$ cat src/rtl/tmh_pkg.sv
package tmh_pkg;

  typedef enum logic [1:0] {
    ACC_SNAP = 2'd0,
    ACC_LO   = 2'd1,
    ACC_HI   = 2'd2,
    ACC_PAIR = 2'd3
  } acc_e;

  typedef struct packed {
    logic prog;
    logic cnt_snap;
    logic stat_snap;
    logic data_wr;
  } chan_cmd_t;

  typedef struct packed {
    acc_e       acc;
    logic [2:0] mode;
    logic       bcd;
  } ctrl_fields_t;

endpackage

$ cat src/rtl/tmh_cmd_decode.sv
module tmh_cmd_decode
  import tmh_pkg::*;
#(
  parameter int NCH = 3
) (
  input  logic                  wr_en,
  input  logic [1:0]            addr,
  input  logic [7:0]            wdata,
  output chan_cmd_t [NCH-1:0]   cmd_o,
  output ctrl_fields_t          fields_o
);
  localparam logic [1:0] CTRL_ADDR = 2'd3;
  localparam logic [1:0] MULTI_SEL = 2'd3;

  logic       is_ctrl;
  logic       is_multi;
  logic [1:0] sel;
  logic       acc_zero;

  assign is_ctrl  = wr_en && (addr == CTRL_ADDR);
  assign sel      = wdata[7:6];
  assign is_multi = (sel == MULTI_SEL);
  assign acc_zero = (wdata[5:4] == 2'd0);

  assign fields_o.acc  = acc_e'(wdata[5:4]);
  assign fields_o.mode = wdata[3:1];
  assign fields_o.bcd  = wdata[0];

  for (genvar i = 0; i < NCH; i++) begin : g_dec
    logic named;
    logic picked;
    assign named  = is_ctrl && !is_multi && (sel == 2'(i));
    assign picked = is_ctrl && is_multi && wdata[i+1];
    assign cmd_o[i].data_wr   = wr_en && (addr == 2'(i));
    assign cmd_o[i].prog      = named && !acc_zero;
    assign cmd_o[i].cnt_snap  = (named && acc_zero) || (picked && !wdata[5]);
    assign cmd_o[i].stat_snap = picked && !wdata[4];
  end
endmodule

$ cat src/rtl/tmh_chan.sv
module tmh_chan
  import tmh_pkg::*;
#(
  parameter int BYTE_W = 8,
  localparam int CNT_W = 2 * BYTE_W
) (
  input  logic               clk,
  input  logic               rst_n,
  input  chan_cmd_t          cmd,
  input  ctrl_fields_t       fields,
  input  logic [BYTE_W-1:0]  wdata,
  input  logic               rd_sel,
  input  logic [CNT_W-1:0]   live_cnt,
  input  logic               out_lvl,
  output logic [BYTE_W-1:0]  rd_byte_o,
  output logic               load_o,
  output logic [CNT_W-1:0]   load_val_o,
  output logic [2:0]         mode_o,
  output logic               bcd_o
);
  acc_e              acc_q;
  logic [2:0]        mode_q;
  logic              bcd_q;
  logic              wr_hi_q;
  logic              rd_hi_q;
  logic [BYTE_W-1:0] hold_q;
  logic              cs_valid_q;
  acc_e              cs_acc_q;
  logic              cs_hi_q;
  logic [CNT_W-1:0]  cs_val_q;
  logic              st_valid_q;
  logic [7:0]        st_val_q;
  logic              load_q;
  logic [CNT_W-1:0]  load_val_q;

  // read byte selection: status, then count snapshot, then live count
  always_comb begin
    if (st_valid_q) begin
      rd_byte_o = st_val_q;
    end else if (cs_valid_q) begin
      case (cs_acc_q)
        ACC_HI:   rd_byte_o = cs_val_q[CNT_W-1:BYTE_W];
        ACC_PAIR: rd_byte_o = cs_hi_q ? cs_val_q[CNT_W-1:BYTE_W] : cs_val_q[BYTE_W-1:0];
        default:  rd_byte_o = cs_val_q[BYTE_W-1:0];
      endcase
    end else begin
      case (acc_q)
        ACC_HI:   rd_byte_o = live_cnt[CNT_W-1:BYTE_W];
        ACC_PAIR: rd_byte_o = rd_hi_q ? live_cnt[CNT_W-1:BYTE_W] : live_cnt[BYTE_W-1:0];
        default:  rd_byte_o = live_cnt[BYTE_W-1:0];
      endcase
    end
  end

  always_ff @(posedge clk) begin
    if (!rst_n) begin
      acc_q      <= ACC_PAIR;
      mode_q     <= '0;
      bcd_q      <= 1'b0;
      wr_hi_q    <= 1'b0;
      rd_hi_q    <= 1'b0;
      hold_q     <= '0;
      cs_valid_q <= 1'b0;
      cs_acc_q   <= ACC_PAIR;
      cs_hi_q    <= 1'b0;
      cs_val_q   <= '0;
      st_valid_q <= 1'b0;
      st_val_q   <= '0;
      load_q     <= 1'b0;
      load_val_q <= '0;
    end else begin
      load_q <= 1'b0;

      if (cmd.data_wr) begin
        case (acc_q)
          ACC_HI: begin
            load_q     <= 1'b1;
            load_val_q <= {wdata, {BYTE_W{1'b0}}};
          end
          ACC_PAIR: begin
            if (!wr_hi_q) begin
              hold_q  <= wdata;
              wr_hi_q <= 1'b1;
            end else begin
              load_q     <= 1'b1;
              load_val_q <= {wdata, hold_q};
              wr_hi_q    <= 1'b0;
            end
          end
          default: begin
            load_q     <= 1'b1;
            load_val_q <= {{BYTE_W{1'b0}}, wdata};
          end
        endcase
      end

      if (rd_sel) begin
        if (st_valid_q) begin
          st_valid_q <= 1'b0;
        end else if (cs_valid_q) begin
          if (cs_acc_q == ACC_PAIR && !cs_hi_q) cs_hi_q <= 1'b1;
          else                                  cs_valid_q <= 1'b0;
        end else if (acc_q == ACC_PAIR) begin
          rd_hi_q <= !rd_hi_q;
        end
      end

      if (cmd.prog) begin
        acc_q   <= fields.acc;
        mode_q  <= fields.mode;
        bcd_q   <= fields.bcd;
        wr_hi_q <= 1'b0;
        rd_hi_q <= 1'b0;
      end

      if (cmd.cnt_snap && !cs_valid_q) begin
        cs_valid_q <= 1'b1;
        cs_acc_q   <= acc_q;
        cs_hi_q    <= 1'b0;
        cs_val_q   <= live_cnt;
      end

      if (cmd.stat_snap && !st_valid_q) begin
        st_valid_q <= 1'b1;
        st_val_q   <= {out_lvl, 1'b0, acc_q, mode_q, bcd_q};
      end
    end
  end

  assign load_o     = load_q;
  assign load_val_o = load_val_q;
  assign mode_o     = mode_q;
  assign bcd_o      = bcd_q;
endmodule

$ cat src/rtl/tmh_rd_path.sv
module tmh_rd_path #(
  parameter int NCH    = 3,
  parameter int BYTE_W = 8
) (
  input  logic                         clk,
  input  logic                         rst_n,
  input  logic                         rd_en,
  input  logic [1:0]                   addr,
  input  logic [NCH-1:0][BYTE_W-1:0]   chan_bytes,
  output logic [NCH-1:0]               rd_sel_o,
  output logic [BYTE_W-1:0]            rd_data_o
);
  logic [BYTE_W-1:0] mux_byte;

  for (genvar i = 0; i < NCH; i++) begin : g_sel
    assign rd_sel_o[i] = rd_en && (addr == 2'(i));
  end

  always_comb begin
    mux_byte = '0;
    for (int i = 0; i < NCH; i++) begin
      if (addr == 2'(i)) mux_byte = chan_bytes[i];
    end
  end

  always_ff @(posedge clk) begin
    if (!rst_n)     rd_data_o <= '0;
    else if (rd_en) rd_data_o <= mux_byte;
  end
endmodule

$ cat src/rtl/timer_host_if.sv
module timer_host_if
  import tmh_pkg::*;
#(
  parameter int NCH    = 3,
  parameter int BYTE_W = 8,
  localparam int CNT_W = 2 * BYTE_W
) (
  input  logic               clk,
  input  logic               rst_n,
  input  logic               wr_en,
  input  logic               rd_en,
  input  logic [1:0]         addr,
  input  logic [BYTE_W-1:0]  wr_data,
  output logic [BYTE_W-1:0]  rd_data,
  input  logic [NCH*CNT_W-1:0] live_count,
  input  logic [NCH-1:0]     out_level,
  output logic [NCH-1:0]     load_stb,
  output logic [NCH*CNT_W-1:0] load_value,
  output logic [NCH*3-1:0]   count_mode,
  output logic [NCH-1:0]     bcd_sel
);
  chan_cmd_t [NCH-1:0]              cmds;
  ctrl_fields_t                     fields;
  logic [NCH-1:0]                   rd_sel;
  logic [NCH-1:0][BYTE_W-1:0]       chan_bytes;

  tmh_cmd_decode #(.NCH(NCH)) u_dec (
    .wr_en    (wr_en),
    .addr     (addr),
    .wdata    (wr_data),
    .cmd_o    (cmds),
    .fields_o (fields)
  );

  for (genvar i = 0; i < NCH; i++) begin : g_chan
    tmh_chan #(.BYTE_W(BYTE_W)) u_chan (
      .clk        (clk),
      .rst_n      (rst_n),
      .cmd        (cmds[i]),
      .fields     (fields),
      .wdata      (wr_data),
      .rd_sel     (rd_sel[i]),
      .live_cnt   (live_count[i*CNT_W +: CNT_W]),
      .out_lvl    (out_level[i]),
      .rd_byte_o  (chan_bytes[i]),
      .load_o     (load_stb[i]),
      .load_val_o (load_value[i*CNT_W +: CNT_W]),
      .mode_o     (count_mode[i*3 +: 3]),
      .bcd_o      (bcd_sel[i])
    );
  end

  tmh_rd_path #(.NCH(NCH), .BYTE_W(BYTE_W)) u_rd (
    .clk        (clk),
    .rst_n      (rst_n),
    .rd_en      (rd_en),
    .addr       (addr),
    .chan_bytes (chan_bytes),
    .rd_sel_o   (rd_sel),
    .rd_data_o  (rd_data)
  );
endmodule

$ cat config.mk
export PLATFORM = sky130hd
export DESIGN_NAME = timer_host_if
export DESIGN_NICKNAME = d
export VERILOG_FILES = /design/src/rtl/tmh_pkg.sv /design/src/rtl/tmh_cmd_decode.sv /design/src/rtl/tmh_chan.sv /design/src/rtl/tmh_rd_path.sv /design/src/rtl/timer_host_if.sv
export SDC_FILE = /design/constraint.sdc
export NUM_CORES = 1
export LEC_CHECK = 0
export BUFFER_PORTS_ARGS = -buffer_cell sky130_fd_sc_hd__buf_2
export CELL_PAD_IN_SITES_DETAIL_PLACEMENT = 1
export CELL_PAD_IN_SITES_GLOBAL_PLACEMENT = 1
export CORE_ASPECT_RATIO = 1.5
export CORE_UTILIZATION = 38
export DETAILED_ROUTE_END_ITERATION = 8
export GPL_TIMING_DRIVEN = 0
export PLACE_DENSITY = 0.85
export SYNTH_ARGS = -nofsm -noshare
export SYNTH_HDL_FRONTEND = slang
export SYNTH_SLANG_ARGS = --single-unit
$ cat constraint.sdc
create_clock -name clk -period 1.71 [get_ports clk]
set_input_delay 0.0855 -clock clk [delete_from_list [all_inputs] [get_ports clk]]
set_output_delay 0.0855 -clock clk [all_outputs]
set_load 0.05 [all_outputs]
After elaboration in Yosys (flattened, before gate mapping)
Index checks and enable logic that the tools add are counted.
{ "totals": {"ff_bits": 191, "out_inout_bits": 71, "wordCells": 225} }
{ "op_classes": {"n_eq_ne": 24, "n_mux": 57, "bitwise": 10, "n_reduce_logical": 91} }
{ "op_table": {"columns": ["op", "n"], "rows": [
  ["8-bit two-way mux", 15],
  ["16-bit one-hot mux with 2 select lines", 3],
  ["8-bit one-hot mux with 2 select lines", 6],
  ["16-bit two-way mux", 3],
  ["1-bit logical AND", 36],
  ["2-bit equality test, second input constant", 16],
  ["1-bit two-way mux", 30],
  ["2-bit AND reduction", 12],
  ["4-bit AND reduction", 6],
  ["1-bit zero test", 16],
  ["2-bit nonzero test", 6],
  ["2-bit OR reduction", 6],
  ["1-bit NOT", 10],
  ["3-bit AND reduction", 3],
  ["2-bit zero test", 3],
  ["2-bit by 1-bit != test with 1-bit output, second input constant", 3],
  ["2-bit != test, second input constant", 3],
  ["2-bit by 1-bit equality test with 1-bit output, second input constant", 2],
  ["1-bit logical OR", 3]
]} }

Longest topological paths before layout
Gate-level depths: netlist of run 1.
{ "depth": {"word_depth": 9, "ltp_mapped": 8, "mapped_depth_nobuf": 5} }

Hierarchy
A second synthesis of run 1 with hierarchy kept.
{ "unflattened": {"cells_unflattened": 1033, "area_unflattened_um2": 8922.3} }
{ "by_module_without_submodules": {"columns": ["mod", "instances", "cells_per_inst", "area_each_um2"], "rows": [
  ["tmh_chan", 3, 315, 2745.1],
  ["tmh_rd_path", 1, 57, 480.5],
  ["tmh_cmd_decode", 1, 31, 206.4]
]} }

Worst setup path before layout of run 1
OpenSTA, ideal clock, no wires.
{ "synth_path": {"path_kind": "register to register", "from": "register g_chan[1].u_chan.acc_q[0]", "to": "register u_rd.rd_data_o[6]", "setup_ns": 0.125, "arrival_ns": 1.625, "t_required_ns": 1.585, "path_slack_ns": -0.040, "stages_incl_launch_ff": 6, "n_path_buf": 0, "path_cell_list": "dfxtp_1 -> inv_1 -> o21ai_2 -> mux2_2 -> o211a_1 -> o41a_1"} }
{ "synth_via": {"elab_chain_len": 6} }
{ "synth_lines": {"columns": ["element", "line_no", "text"], "rows": [
  ["start, declared", "tmh_chan.sv:21", "acc_e acc_q;"],
  ["start signal, assigned", "tmh_chan.sv:109", "acc_q <= fields.acc;"],
  ["2-bit equality test", "tmh_chan.sv:47", "case (acc_q)"],
  ["8-bit one-hot mux with 2 select lines *", "tmh_chan.sv:47", null],
  ["8-bit two-way mux *", "tmh_chan.sv:40", "end else if (cs_valid_q) begin"],
  ["8-bit two-way mux *", "tmh_chan.sv:38", "if (st_valid_q) begin"],
  ["8-bit two-way mux * (2 in series)", "tmh_rd_path.sv:22", "if (addr == 2'(i)) mux_byte = chan_bytes[i];"],
  ["end signal, assigned", "tmh_rd_path.sv:28", "else if (rd_en) rd_data_o <= mux_byte;"],
  ["end, declared", "tmh_rd_path.sv:11", "output logic [BYTE_W-1:0] rd_data_o"]
]} }
Mark *: on every way between the ends. The rest lies on a longest branch, timed or not.
A chain may end at the register's enable or synchronous reset.

Worst setup path after layout of run 1
{ "layout_path": {"from": "register g_chan[0].u_chan.cs_acc_q[0]", "to": "register u_rd.rd_data_o[6]"} }
{ "layout_via": {"elab_chain_len": 7} }
{ "layout_lines": {"columns": ["element", "line_no", "text"], "rows": [
  ["start, declared", "tmh_chan.sv:28", "acc_e cs_acc_q;"],
  ["start signal, assigned", "tmh_chan.sv:118", "cs_acc_q <= acc_q;"],
  ["2-bit equality test", "tmh_chan.sv:41", "case (cs_acc_q)"],
  ["8-bit one-hot mux with 2 select lines *", "tmh_chan.sv:41", null],
  ["8-bit two-way mux *", "tmh_chan.sv:40", null],
  ["8-bit two-way mux *", "tmh_chan.sv:38", null],
  ["8-bit two-way mux * (3 in series)", "tmh_rd_path.sv:22", null]
]} }
Marks and branches as above.

==> impl_results.md, run 1 <==
- DR WL/cell: 21.3 um
- Rel. slew slack: 44.6%
- Post-route ant nets: 0
- Fin cells: 1,460
- Initial antenna violation count: 1
- Drt pass-1 iters: 5
- Syn nets: 1,037
- Root Buffer Master: clkbuf_16
- Global placer's final weighted congestion: 0.858
- Initial Utilization: 38.8%
- Die footprint: 0.0228 sq mm
- Failing checks: setup timing
- Tightest Pin Transition: 0.831 ns
- Pwr/cell area: 945 mW/mm^2
- Detailed Place HPWL: 21.3 mm
- Worst setup SP type: register
- Slew Limit Fails: 0
- Final worst slack: -0.00627 ns
- Commonest cells after routing, fill and taps aside: 184 x dfxtp_1, 148 x buf_2, 127 x nor2_1
- GR Overflow Total: 0
- Synthesized cell area: 0.00844 sq mm
- Maximum vdd drop: 0.732 mV
- Cts bufs inserted: 17
- Achievable Freq: 583 MHz
- CP Capture Type: register
- Reg clk slew, reported paths: 0.07 ns
- Layout cells sized above 1: 23.3%
- H-tree depth: 4
- Iteration-0 DRC Markers: 582
- Crit path kind: reg2reg
- First-pass GRT wire length: 47.8 mm
- Nets@finish: 1,239
- Pin count of the biggest net entering global routing: 17
- Setup violations, final: 1
- Vias per inst: 5.70
- Crit share post-route: 100%
- Number of global-route vias before repair: 8,816
- Max-Cap Viols: 0
- I/O Pins: 136
- Mapped Cells: 972
- Total global-route track usage: 28.1%
- Routed Wire Length: 31.1 mm
- DR vias: 8,320
- Die X-Extent: 124 um
- Final Hold Vio Count: 0
- Clock Skew: 0.0127 ns
- Core area: 0.0217 sq mm
- Ys Warns: 0
- Worst-Skew Late Latency: 0.46 ns
- Post-synthesis cell type count: 51
- RSZ-0062 raised after global routing: yes
- Inst Count DP: 1,374
- Synth-to-layout area growth: 28.1%
- Port Buf Inserts: 130
- Register bit total from synthesis: 191
- Mapped Avg Cell Area: 8.68 sq um
- Min-Delay Path Class: in2reg
- Number of flops mapped to enable cells by yosys: 0
- CTS max path bufs: 2
- Crit path required time: 2.04 ns
- Final Critical Period: 1.72 ns
- CP Max Fanout: 8
- Commonest non-fill, non-tap cell in the layout: dfxtp_1
- CTS tree: yes
- Ys async rst share: 0%
- Most used DFF post-synth: dfxtp_1
- Drc violations: 0
- Worst Hold Slack: 0.0942 ns
- Rows: 66
- Crit path DAT: 2.05 ns
- Seq/Total Area, Yosys: 45.3%
- Die Span Y: 184 um
- Clock Sinks: 191
- Outcome: finished with violations
- Cell leakage power: 0.00423 uW
## where the power goes
part	leakage (uW)	internal [uW]	switching (uW)
Sequential	0.00154	4520	68.2
Combinational	0.00237	439	752
Clock	0.000317	2580	1860
Total	0.00423	7540	2680
## path summary, 6_finish.rpt
check / from / end / slack (ns) / depth (start not counted)
worst min-delay path: wr_data[0] / g_chan[2].u_chan.load_val_o[0]$_SDFFE_PN0P_ / 0.09 / 3
worst min register to register: g_chan[0].u_chan.load_val_o[14]$_SDFFE_PN0P_ / g_chan[0].u_chan.load_val_o[14]$_SDFFE_PN0P_ / 0.45 / 2
worst max-delay path: g_chan[0].u_chan.cs_acc_q[0]$_SDFFE_PN1P_ / u_rd.rd_data_o[6]$_SDFFE_PN0P_ / -0.006 / 5
worst max register to register: g_chan[0].u_chan.cs_acc_q[0]$_SDFFE_PN1P_ / u_rd.rd_data_o[6]$_SDFFE_PN0P_ / -0.006 / 5
## metal layers
metal,routed length (um),up-vias,GRT usage [%],share of wire [%]
li1,-,3815,-,-
met1,11900,4109,30.7,38
met2,16200,307,50.0,52
met3,1370,89,4.61,4.4
met4,1590,0,16.9,5.1
met5,0,-,0,0
## worst max-delay path, stage by stage (launching register included)
cell and delay [ns]:
dfxtp_1 0.31, inv_1 0.08, o21ai_4 0.37, mux2i_1 0.27, a211oi_2 0.14, o41a_1 0.43
## area by class of cell
type | instances | area, sq um
clock buffers | 20 | 467
multi-input cells | 678 | 4260
well taps | 272 | 340
diodes | 1 | 2.50
fillers | 2546 | 10900
plain buffers | 85 | 434
flip-flops and latches | 191 | 3840
repair buffers | 190 | 1240
clock inverters | 12 | 181
inverters | 11 | 42.5
## per-stage QoR
step | power, uW | setup slack (ns) | utilization (%) | area (sq um) | setup TNS, ns
6_report | 10200 | -0.00627 | 49.8 | 10800 | -0.00627
3_5_place_dp | 5720 | -0.362 | 43.4 | 9440 | -18.93
3_3_place_gp | 5690 | -0.302 | 43.4 | 9440 | -14.37
4_1_cts | 10200 | 0.000253 | 49.3 | 10700 | 0
2_1_floorplan | 5330 | 0.0243 | - | 8440 | 0
5_1_grt | 10500 | -0.0622 | 49.8 | 10800 | -0.0899
## cell families (layout without fill, tap and decap cells)
group / after synthesis / in the layout / share of synthesized area [%]
other cells: 0 / 1 / 0
xor+xnor: 4 / 4 / 0.415
simple gates: 352 / 352 / 19.1
buf+inv: 103 / 318 / 5.65
mux: 108 / 108 / 12.9
flops: 191 / 191 / 45.3
compound gates: 214 / 214 / 16.6
## synth_stat cells, types with 2 or more instances
cell	number	share of area, %
a211o_1	13	1.3
a211oi_1	5	0.44
a21oi_1	94	5.6
a221o_1	6	0.71
a221oi_1	23	2.4
a31o_2	16	1.7
a31oi_1	11	0.82
and2_1	3	0.22
buf_2	21	1.2
buf_4	11	0.98
buf_6	3	0.40
clkbuf_1	56	2.5
dfxtp_1	191	45
inv_1	9	0.40
mux2_2	4	0.53
mux2i_1	104	12
nand2_1	96	4.3
nand2b_1	16	1.2
nand3_1	37	2.2
nand3b_1	9	0.80
nor2_1	131	5.8
nor2b_1	4	0.30
nor3_1	34	2.0
nor3b_1	7	0.62
o211a_1	2	0.24
o211ai_1	3	0.27
o21a_1	2	0.18
o21ai_0	26	1.5
o21ai_2	2	0.21
o311a_1	5	0.59
o31a_1	2	0.21
or2_2	3	0.22
or3_1	3	0.22
xnor2_1	3	0.31
## repair_timing
| action | CTS | global route |
|---|---|---|
| gates resized for setup | 33 | 23 |
| pin swaps | 5 | 5 |
| buffers inserted | 5 | 4 |
| hold endpoints to repair | 51 | 0 |
| hold buffers | 51 | 0 |
| endpoints found under the setup margin | 85 | 60 |
## flip-flops by register name, indices dropped and copies added, names as in the netlist
name / count
g_chan.u_chan.wr_hi_q: 3
g_chan.u_chan.hold_q: 24
g_chan.u_chan.bcd_o: 3
u_rd.rd_data_o: 8
g_chan.u_chan.st_val_q: 21
g_chan.u_chan.cs_acc_q: 6
g_chan.u_chan.mode_o: 9
g_chan.u_chan.acc_q: 6
g_chan.u_chan.rd_hi_q: 3
g_chan.u_chan.st_valid_q: 3
g_chan.u_chan.load_o: 3
g_chan.u_chan.cs_valid_q: 3
g_chan.u_chan.load_val_o: 48
g_chan.u_chan.cs_val_q: 48
g_chan.u_chan.cs_hi_q: 3
(Power assumes the default switching activity.)
==> run 2: changes to the inputs <==
--- a/config.mk
+++ b/config.mk
@@ -9,10 +9,11 @@
 export CELL_PAD_IN_SITES_DETAIL_PLACEMENT = 1
 export CELL_PAD_IN_SITES_GLOBAL_PLACEMENT = 1
 export CORE_ASPECT_RATIO = 1.5
-export CORE_UTILIZATION = 38
+export CORE_MARGIN = 5
+export CORE_UTILIZATION = 34
 export DETAILED_ROUTE_END_ITERATION = 8
 export GPL_TIMING_DRIVEN = 0
-export PLACE_DENSITY = 0.85
+export PLACE_DENSITY = 0.79
 export SYNTH_ARGS = -nofsm -noshare
 export SYNTH_HDL_FRONTEND = slang
 export SYNTH_SLANG_ARGS = --single-unit
==> run 2 against run 1 <==
The flow now finishes without violations. Sequential share of layout area shrank 0.12 points. Routed wire length grew 1.0%. Clock-buffer cell count shrank 2. Cell area grew 0.43%. Clock power shrank 8.1%. Utilization shrank 5.3 points. Clock skew grew 0.0042 ns. First-iteration DRC count shrank 20%. Hold slack lost 0.036 ns. Global-route usage shrank 6.4 points. Critical path type unchanged. Critical endpoint unchanged.
==> impl_results.md, run 2 (synthesis gave the netlist of run 1 again) <==
- Outcome: complete, no violations (was finished with violations)
- Synth-to-layout area growth: 28.6% (was 28.1%)
- Rows: 70 (was 66)
- Clk network pwr share: 41.3% (was 43.4%)
- Diodes inserted: 0 (was 1)
- Cell family with most CP delay: compound AO/OA/AOI/OAI gates (unchanged)
- Worst path most repeated cell: nor2b_1
- Finished Cell Area: 0.0109 sq mm (was 0.0108 sq mm)
- Clock Sinks: 191 (unchanged)
- Pwr/cell area: 907 mW/mm^2 (was 945 mW/mm^2)
- Rel. slew slack: 43.4% (was 44.6%)
- Initial Utilization: 34.5% (was 38.8%)
- Commonest non-fill, non-tap cell in the layout: dfxtp_1 (unchanged)
- Worst-Skew Late Latency: 0.45 ns (was 0.46 ns)
- DR vias: 8,199 (was 8,320)
- Worst R2R End: u_rd.rd_data_o[6]$_SDFFE_PN0P_ (unchanged)
- Seq pwr share: 46.6% (was 45.0%)
- Global placer's final weighted congestion: 0.857 (was 0.858)
- Crit path kind: reg2reg (unchanged)
- Die X-Extent: 139 um (was 124 um)
- I/O Pins: 136 (unchanged)
- Sw frac: 27.4% (was 26.2%)
- Routed Wire Length: 31.4 mm (was 31.1 mm)
- Worst r2r src: g_chan[2].u_chan.cs_acc_q[0]$_SDFFE_PN1P_ (was g_chan[0].u_chan.cs_acc_q[0]$_SDFFE_PN1P_)
- CTS max path bufs: 2 (unchanged)
- Cell internal pwr: 7150 uW (was 7540 uW)
- Buf/Inv on CP: 1 (unchanged)
- Total global-route track usage: 21.8% (was 28.1%)
- Filler Cell Count: 2,905 (was 2,546)
- GR Overflow Total: 0 (unchanged)
- Worst Hold Slack: 0.0578 ns (was 0.0942 ns)
- Root Buffer Master: clkbuf_16 (unchanged)
- Fin cells: 1,517 (was 1,460)
- Final Critical Period: 1.67 ns (was 1.72 ns)
- Layout cells sized above 1: 23.6% (was 23.3%)
- Core area: 0.0244 sq mm (was 0.0217 sq mm)
- Die footprint: 0.0281 sq mm (was 0.0228 sq mm)
- Clock Skew: 0.0169 ns (was 0.0127 ns)
- Pin count of the biggest net entering global routing: 18 (was 17)
- Setup violations, final: 0 (was 1)
- Final Hold Vio Count: 0 (unchanged)
- Die Span Y: 203 um (was 184 um)
- Maximum vdd drop: 0.724 mV (was 0.732 mV)
- Tightest Pin Transition: 0.849 ns (was 0.831 ns)
- Detailed Place HPWL: 22.1 mm (was 21.3 mm)
- Achievable Freq: 598 MHz (was 583 MHz)
- Placed instance area: 0.00950 sq mm (was 0.00944 sq mm)
- Crit path required time: 2.04 ns (about the same)
- Inst Count DP: 1,426 (was 1,374)
- Crit path DAT: 2.00 ns (was 2.05 ns)
- Cts bufs inserted: 17 (unchanged)
- Max-Cap Viols: 0 (unchanged)
- Slew Limit Fails: 0 (unchanged)
- Nets@finish: 1,246 (was 1,239)
- Max incr delay on CP: 0.38 ns (was 0.43 ns)
- CP Max Fanout: 8 (unchanged)
- RSZ-0062 raised after global routing: no (was yes)
- Worst setup SP type: register (unchanged)
- Comb pwr share: 12.1% (was 11.7%)
- CP Capture Type: register (unchanged)
- First-pass GRT wire length: 48.3 mm (was 47.8 mm)
- DR WL/cell: 20.7 um (was 21.3 um)
- Commonest cells after routing, fill and taps aside: 183 x dfxtp_1, 147 x buf_2, 126 x nor2_1 (was 184 x dfxtp_1, 148 x buf_2, 127 x nor2_1)
- Flop-to-flop setup slack: 0.04 ns (was -0.006 ns)
- Slowest library cell on the worst path: o41a_1 (unchanged)
- Crit share post-route: 97.8% (was 100%)
- Hold depth: 3 (unchanged)
- Net switching power: 2690 uW (was 2680 uW)
- Post-layout power: 9840 uW (was 10,200 uW)
- Worst Hold End: g_chan[0].u_chan.load_val_o[0]$_SDFFE_PN0P_ (was g_chan[2].u_chan.load_val_o[0]$_SDFFE_PN0P_)
- Reg clk slew, reported paths: 0.07 ns (about the same)
- Cell leakage power: 0.00422 uW (was 0.00423 uW)
- Initial antenna violation count: 1 (unchanged)
- Number of global-route vias before repair: 8,585 (was 8,816)
- Worst reg2reg path depth: 6 (was 5)
- H-tree depth: 4 (unchanged)
- CTS tree: yes (unchanged)
- Hold Path Origin: wr_data[0] (unchanged)
- Port Buf Inserts: 130 (unchanged)
- Drc violations: 0 (unchanged)
- CP Cell Sequence: nor2b_1 -> nor2b_1 -> buf_6 -> mux2i_2 -> a211oi_2 -> o41a_1 (was inv_1 -> o21ai_4 -> mux2i_1 -> a211oi_2 -> o41a_1)
- Drt pass-1 iters: 5 (unchanged)
- Vias per inst: 5.40 (was 5.70)
- Post-route ant nets: 0 (unchanged)
- Iteration-0 DRC Markers: 468 (was 582)
- Min-Delay Path Class: in2reg (unchanged)
==> run 2: cell type report <==
type / count / area [sq um] / area share [%]
Inverter: 11 / 42.5 / 0.392
Clock buffer: 18 / 429 / 3.95
Tap cell: 324 / 405 / 3.74
Clock inverter: 13 / 156 / 1.44
Timing Repair Buffer: 195 / 1280 / 11.8
Multi-Input combinational cell: 678 / 4240 / 39.1
Buffer: 87 / 452 / 4.16
Sequential cell: 191 / 3840 / 35.4
==> run 2: repair_timing <==
action                                  in CTS  in global routing
endpoints found under the hold margin       51                  0
resized for setup                           33                 34
pin swaps                                    4                  4
endpoints found under the setup margin      71                 59
setup buffers                                4                 10
hold buffers                                51                  0
==> run 2: power groups by stage <==
stage / logic [uW] / registers (uW) / clock network (uW)
after global placement: 1020 / 4680 / 0
after global routing: 1270 / 4600 / 4280
final: 1190 / 4590 / 4070
after CTS: 1150 / 4590 / 4120
after floorplan: 550 / 4780 / 0
after detailed placement: 1040 / 4680 / 0
==> run 2: how the worst max path moves through the flow <==
| stage | endpoint | slack, ns | cells after the start | startpoint |
|---|---|---|---|---|
| global route | u_rd.rd_data_o[6]$_SDFFE_PN0P_ | 0.001 | 6 | g_chan[2].u_chan.cs_acc_q[0]$_SDFFE_PN1P_ |
| detailed placement | u_rd.rd_data_o[6]$_SDFFE_PN0P_ | -0.34 | 6 | g_chan[0].u_chan.acc_q[0]$_SDFFE_PN1P_ |
| CTS | u_rd.rd_data_o[6]$_SDFFE_PN0P_ | 0.004 | 6 | g_chan[2].u_chan.cs_acc_q[0]$_SDFFE_PN1P_ |
| global placement | u_rd.rd_data_o[6]$_SDFFE_PN0P_ | -0.29 | 6 | g_chan[0].u_chan.acc_q[0]$_SDFFE_PN1P_ |
| floorplan | u_rd.rd_data_o[6]$_SDFFE_PN0P_ | 0.02 | 5 | g_chan[1].u_chan.acc_q[0]$_SDFFE_PN1P_ |
| finish | u_rd.rd_data_o[6]$_SDFFE_PN0P_ | 0.04 | 6 | g_chan[2].u_chan.cs_acc_q[0]$_SDFFE_PN1P_ |
==> run 2: through the flow <==
stage,util [%],setup TNS (ns),setup WS [ns]
global route,44.4,0,0.00130
detailed placement,38.9,-22.60,-0.339
CTS,43.8,0,0.00360
floorplan,-,0,0.0243
global placement,38.9,-16.64,-0.287
finish,44.4,0,0.0379
==> run 2: per-layer routing <==
layer  track usage [%]  wire, um  vias up
met5                 0        13        -
met1              24.0     12300     4052
met2              40.3     16500      234
met4              9.37      1260        2
li1                  -         -     3825
met3              4.55      1400       86
==> run 2: worst reg2reg max path, stage by stage (launching register included) <==
cell      delay [ns]
dfxtp_1         0.31
nor2b_1         0.15
nor2b_1         0.17
buf_6           0.19
mux2i_2         0.24
a211oi_2        0.12
o41a_1          0.38
